--- src/rtl/gslew_pkg.sv ---
package gslew_pkg;
    parameter int unsigned GAIN_W_DEF = 5;
    parameter int unsigned NCH_DEF    = 2;

    typedef enum logic [1:0] {
        STEP_STAY = 2'd0,
        STEP_UP   = 2'd1,
        STEP_DOWN = 2'd2
    } step_dir_e;
endpackage

--- src/rtl/gslew_tick.sv ---
module gslew_tick #(
    parameter int unsigned STEP_CLKS = 200000
) (
    input  logic clk,
    input  logic clr,
    output logic tick
);
    localparam int unsigned CW = (STEP_CLKS > 1) ? $clog2(STEP_CLKS) : 1;
    localparam logic [CW-1:0] LAST = CW'(STEP_CLKS - 1);

    typedef struct packed {
        logic [CW-1:0] cnt;
    } tick_st_t;

    tick_st_t s_d, s_q;

    always_comb begin
        s_d = s_q;
        if (clr || (s_q.cnt == LAST)) begin
            s_d.cnt = '0;
        end else begin
            s_d.cnt = s_q.cnt + 1'b1;
        end
    end

    always_ff @(posedge clk) begin
        s_q <= s_d;
    end

    assign tick = (s_q.cnt == LAST);

    AST_CNT_RANGE: assert property (@(posedge clk) disable iff (clr)
        s_q.cnt <= LAST);

    generate
        if (STEP_CLKS > 1) begin : g_spaced
            AST_TICK_SPACED: assert property (@(posedge clk) disable iff (clr)
                tick |=> !tick);
        end
    endgenerate
endmodule

--- src/rtl/gslew_chan.sv ---
module gslew_chan
    import gslew_pkg::*;
#(
    parameter int unsigned GAIN_W = GAIN_W_DEF
) (
    input  logic              clk,
    input  logic              clr,
    input  logic              tick,
    input  logic [GAIN_W-1:0] vol,
    input  logic              mute_req,
    input  logic              hold,
    output logic [GAIN_W-1:0] code,
    output logic              muted
);
    typedef struct packed {
        logic [GAIN_W-1:0] code;
        logic              muted;
    } chan_st_t;

    chan_st_t          s_d, s_q;
    logic [GAIN_W-1:0] target;
    step_dir_e         dir;

    always_comb begin
        target = mute_req ? '0 : vol;
        if (s_q.code < target) begin
            dir = STEP_UP;
        end else if (s_q.code > target) begin
            dir = STEP_DOWN;
        end else begin
            dir = STEP_STAY;
        end

        s_d = s_q;
        if (clr) begin
            s_d.code  = '0;
            s_d.muted = 1'b1;
        end else begin
            if (hold) begin
                s_d.code = '0;
            end else if (tick) begin
                case (dir)
                    STEP_UP:   s_d.code = s_q.code + 1'b1;
                    STEP_DOWN: s_d.code = s_q.code - 1'b1;
                    default:   s_d.code = s_q.code;
                endcase
            end
            s_d.muted = mute_req && (s_d.code == '0);
        end
    end

    always_ff @(posedge clk) begin
        s_q <= s_d;
    end

    assign code  = s_q.code;
    assign muted = s_q.muted;

    AST_HOLD_ZERO: assert property (@(posedge clk) disable iff (clr)
        hold |=> (s_q.code == '0));

    AST_STILL_NO_TICK: assert property (@(posedge clk) disable iff (clr)
        (!tick && !hold) |=> $stable(s_q.code));

    AST_UNIT_UP: assert property (@(posedge clk) disable iff (clr)
        (tick && !hold && (s_q.code < target)) |=> (s_q.code == $past(s_q.code) + 1'b1));

    AST_UNIT_DOWN: assert property (@(posedge clk) disable iff (clr)
        (tick && !hold && (s_q.code > target)) |=> (s_q.code == $past(s_q.code) - 1'b1));

    AST_MUTED_AT_ZERO: assert property (@(posedge clk)
        s_q.muted |-> (s_q.code == '0));
endmodule

--- src/rtl/gain_slew_ctrl.sv ---
module gain_slew_ctrl
    import gslew_pkg::*;
#(
    parameter int unsigned NCH       = NCH_DEF,
    parameter int unsigned GAIN_W    = GAIN_W_DEF,
    parameter int unsigned STEP_CLKS = 200000
) (
    input  logic                  clk,
    input  logic                  rst,
    input  logic                  sw_reset,
    input  logic [GAIN_W-1:0]     vol_code,
    input  logic [NCH-1:0]        mute_req,
    input  logic [NCH-1:0]        chan_en,
    input  logic                  sw_shutdown,
    output logic [NCH*GAIN_W-1:0] gain_code,
    output logic [NCH-1:0]        muted
);
    logic clr;
    logic tick;

    assign clr = rst | sw_reset;

    gslew_tick #(
        .STEP_CLKS(STEP_CLKS)
    ) u_tick (
        .clk (clk),
        .clr (clr),
        .tick(tick)
    );

    generate
        for (genvar i = 0; i < NCH; i++) begin : g_ch
            logic hold_ch;
            assign hold_ch = !chan_en[i] || sw_shutdown;

            gslew_chan #(
                .GAIN_W(GAIN_W)
            ) u_chan (
                .clk     (clk),
                .clr     (clr),
                .tick    (tick),
                .vol     (vol_code),
                .mute_req(mute_req[i]),
                .hold    (hold_ch),
                .code    (gain_code[i*GAIN_W +: GAIN_W]),
                .muted   (muted[i])
            );
        end
    endgenerate

    AST_RESET_STATE: assert property (@(posedge clk)
        clr |=> ((gain_code == '0) && (muted == '1)));
endmodule

--- config.mk ---
export PLATFORM = sky130hd
export DESIGN_NAME = gain_slew_ctrl
export DESIGN_NICKNAME = d
export VERILOG_FILES = /design/src/rtl/gslew_pkg.sv /design/src/rtl/gslew_tick.sv /design/src/rtl/gslew_chan.sv /design/src/rtl/gain_slew_ctrl.sv
export SDC_FILE = /design/constraint.sdc
export NUM_CORES = 1
export LEC_CHECK = 0
export ABC_AREA = 1
export BUFFER_PORTS_ARGS = -buffer_cell sky130_fd_sc_hd__buf_2
export CELL_PAD_IN_SITES_DETAIL_PLACEMENT = 1
export CELL_PAD_IN_SITES_GLOBAL_PLACEMENT = 1
export CORE_UTILIZATION = 41
export DETAILED_ROUTE_END_ITERATION = 6
export HOLD_SLACK_MARGIN = 0.05
export PLACE_DENSITY = 0.91
export REMOVE_ABC_BUFFERS = 1
export SYNTH_ARGS = -nofsm -noshare
export SYNTH_HDL_FRONTEND = slang
export SYNTH_HIERARCHICAL = 1
export SYNTH_SLANG_ARGS = --single-unit
--- constraint.sdc ---
create_clock -name clk -period 3.72 [get_ports clk]
set_input_delay 0.93 -clock clk [delete_from_list [all_inputs] [get_ports clk]]
set_output_delay 0.93 -clock clk [all_outputs]
set_load 0.01 [all_outputs]
==> impl_results.md <==
- CTS Hold Buffers Added: 0
- Synth top area cells: dfxtp_1, nand2_1, ha_1
- Final total power: 806.4 µW
- Fin crit share: 81.13%
- Slowest cell on crit path: ha_1
- Sequential area share after synthesis: 27.23%
- Detailed Route WL: 5568 µm
- Reg2Reg Depth: 18
- Critical path data required time: 3.91 ns
- Crit path buf inv count: 3
- Critical path, cell by cell: buf_2 -> inv_2 -> nand2_1 -> ha_1 -> nand2_1 -> nor2_2 -> nand2_1 -> nand3_2 -> nand2_2 -> inv_1 -> ha_1 -> nand2_1 -> nand2_1 -> nand2_1 -> nand2_1 -> a21oi_1 -> nand2_1 -> nand2_1 -> nand3_2 -> nand2_1 -> o21bai_2
- Placement row count: 26
- Vias: 2,145
- Drt pass-1 iters: 5
- Die Height: 75.35 µm
- CP max stage delay: 0.31 ns
- Ys Warns: 6
- Tot GR Track Use: 21.78%
- PwrDens: 316.2 nW/µm²
- Worst slew pin tran: 0.3932 ns
- Post-synth top area share: 27.23%
- CP Max Fanout: 5
- CTS root buffer: clkbuf_8
- Final std cell area, no fill: 2550 µm²
- Final antenna diode count: 0
- CTS max path bufs: 2
- HP Class: flop to flop
- CP most frequent cell: nand2_1
- Syn Inst Count: 334
- Leak: 1.164 nW
- CP Capture Type: flop
- H-tree depth: 2
- Cell Area, Placed: 2407 µm²
- Critical path depth: 21
- Worst skew pair latency: 0.29 ns
- Seq cells post-synth: 30
- Status: complete, no violations
- Initial DRC count: 45
- Vias in the first global route: 2,162
- # DRC: 0
- Sink Count: 30
- Initial antenna violation count: 0
- Max_slew headroom: 73.73%
- Hold Path Cell Cnt: 1
- Clock skew: 0.007032 ns
- Die area: 5678 µm²
- Global-route wire length before repair: 9280 µm
- Setup TNS: 0 ns
- ANT nets after route: 0
- Core Region: 5140 µm²
- Final hold vios: 0
- Critical Path AT: 3.21 ns
- Postcts setup bufs: 0
- Vias/cell: 4.920
- Cell Area, Synth: 2206 µm²
- Cts repair resizes: 0
- Top Ports: 25
- Critical path's top delay family: simple AND/OR/NAND/NOR gates
- CTS clk-pin slew, worst paths: 0.07 ns
- Setup Viol. Count Final: 0
- Max Transition Viols Final: 0
- CTS buffer count: 5
- RSZ-0062 raised after global routing: false
- Die width: 75.35 µm
- Yosys top cell by area: dfxtp_1
- Drt wl/cell: 12.77 µm
- Port Buffer Count: 24
- Fin nets: 397
- Initial Util: 42.92%
- CP startpoint kind: input port
- Max rail drop VDD: 286.4 µV
- CTS tree: built
- RePlAce Congestion: 0.8094
- WS Path Type: input port to flop
- Highest clock rate: 0.3313 GHz
- Distinct cells, synth: 26
- Mean area per synthesized cell: 6.604 µm²
- Post-route minimum period: 3.018 ns
- Share of layout cells above drive strength 1: 20.22%
- GRT overflow: 0
- Pin count of the biggest net entering global routing: 19
- Max cap viols: 0
- Layout area overhead: 15.60%
- Final HPWL DP: 4447 µm
==> per-layer routing <==
metal  share of wire (%)  up-vias  track usage (%)  routed length (µm)
met5                   0        -                0                   0
met4                 1.6        0            9.465                  89
met3                 3.5        7            3.307                 196
met2                  53       43            42.26                2924
met1                  42      996            23.13                2358
li1                    -     1099                -                   -
==> placed cells by master (no fill, tap or decap), types with 4 or more instances in the layout <==
cell / netlist / routed
nand2_1: 96 / 96
inv_1: 48 / 48
nor2_1: 36 / 36
dfxtp_1: 30 / 30
nand3_1: 29 / 29
buf_2: 0 / 24
ha_1: 17 / 17
nor2_2: 15 / 15
a21oi_1: 14 / 14
nand3_2: 7 / 7
clkbuf_8: 0 / 6
inv_2: 6 / 6
xor2_1: 5 / 5
nand2_2: 4 / 4
==> logic make-up after synthesis <==
family	Yosys count	synth area share [%]
AO/OA/AOI/OAI	22	6.126
AND/OR/NAND/NOR	199	41.97
buffers and inverters	57	10.44
XOR/XNOR	7	2.779
adder cells (fa/ha/maj)	19	11.46
flip-flops	30	27.23
==> sequential cells by signal, summed over array words and instances (netlist names) <==
signal	count
u_tick/s_q	18
g_ch.u_chan/code	10
g_ch.u_chan/muted	2
==> area by class of cell <==
| class | count | area [µm²] |
|---|---|---|
| repair buffers | 25 | 127.6 |
| flip-flops and latches | 30 | 600.6 |
| clock inverters | 2 | 60.06 |
| fillers | 728 | 2590 |
| well taps | 70 | 87.58 |
| clock buffers | 6 | 82.58 |
| multi-input cells | 247 | 1381 |
| inverters | 56 | 210.2 |
==> power breakdown <==
part           internal (mW)  switching [mW]
clock                  0.286           0.128
combinational         0.0238          0.0446
sequential             0.323         0.00151
total                  0.632           0.174
==> Yosys cell counts, drive strengths merged <==
library cell and number:
nor3 2, ha 17, xor2 5, inv 54, nor4 1, clkinv 2
o21bai 4, nand4 2, nand3b 3, buf 1, a21oi 16, xnor2 2
nor2 52, fa 2, o21ai 2, nand3 36, nand2 103, dfxtp 30
==> stage by stage <==
step	setup WS (ns)	util, %	hold WS (ns)	std cells
3_3_place_gp	0.4964	46.84	0.4601	428
4_1_cts	0.6941	49.61	0.4917	436
5_1_grt	0.5115	49.61	0.5276	436
6_report	0.7018	49.61	0.4841	436
2_1_floorplan	0.7917	-	0.4390	333
3_5_place_dp	0.3822	46.84	0.4585	428
==> path summary, 6_finish.rpt <==
| check | start | endpoint | slack [ns] |
|---|---|---|---|
| hold / removal | u_tick/s_q[0] | u_tick/s_q[0] | 0.48 |
| setup / recovery | mute_req[0] | g_ch[0].u_chan/muted | 0.70 |
| hold reg to reg | u_tick/s_q[0] | u_tick/s_q[0] | 0.48 |
| setup reg to reg | g_ch[0].u_chan/code[4] | g_ch[0].u_chan/muted | 1.22 |
Note: power is estimated with default switching activity, not from simulation.
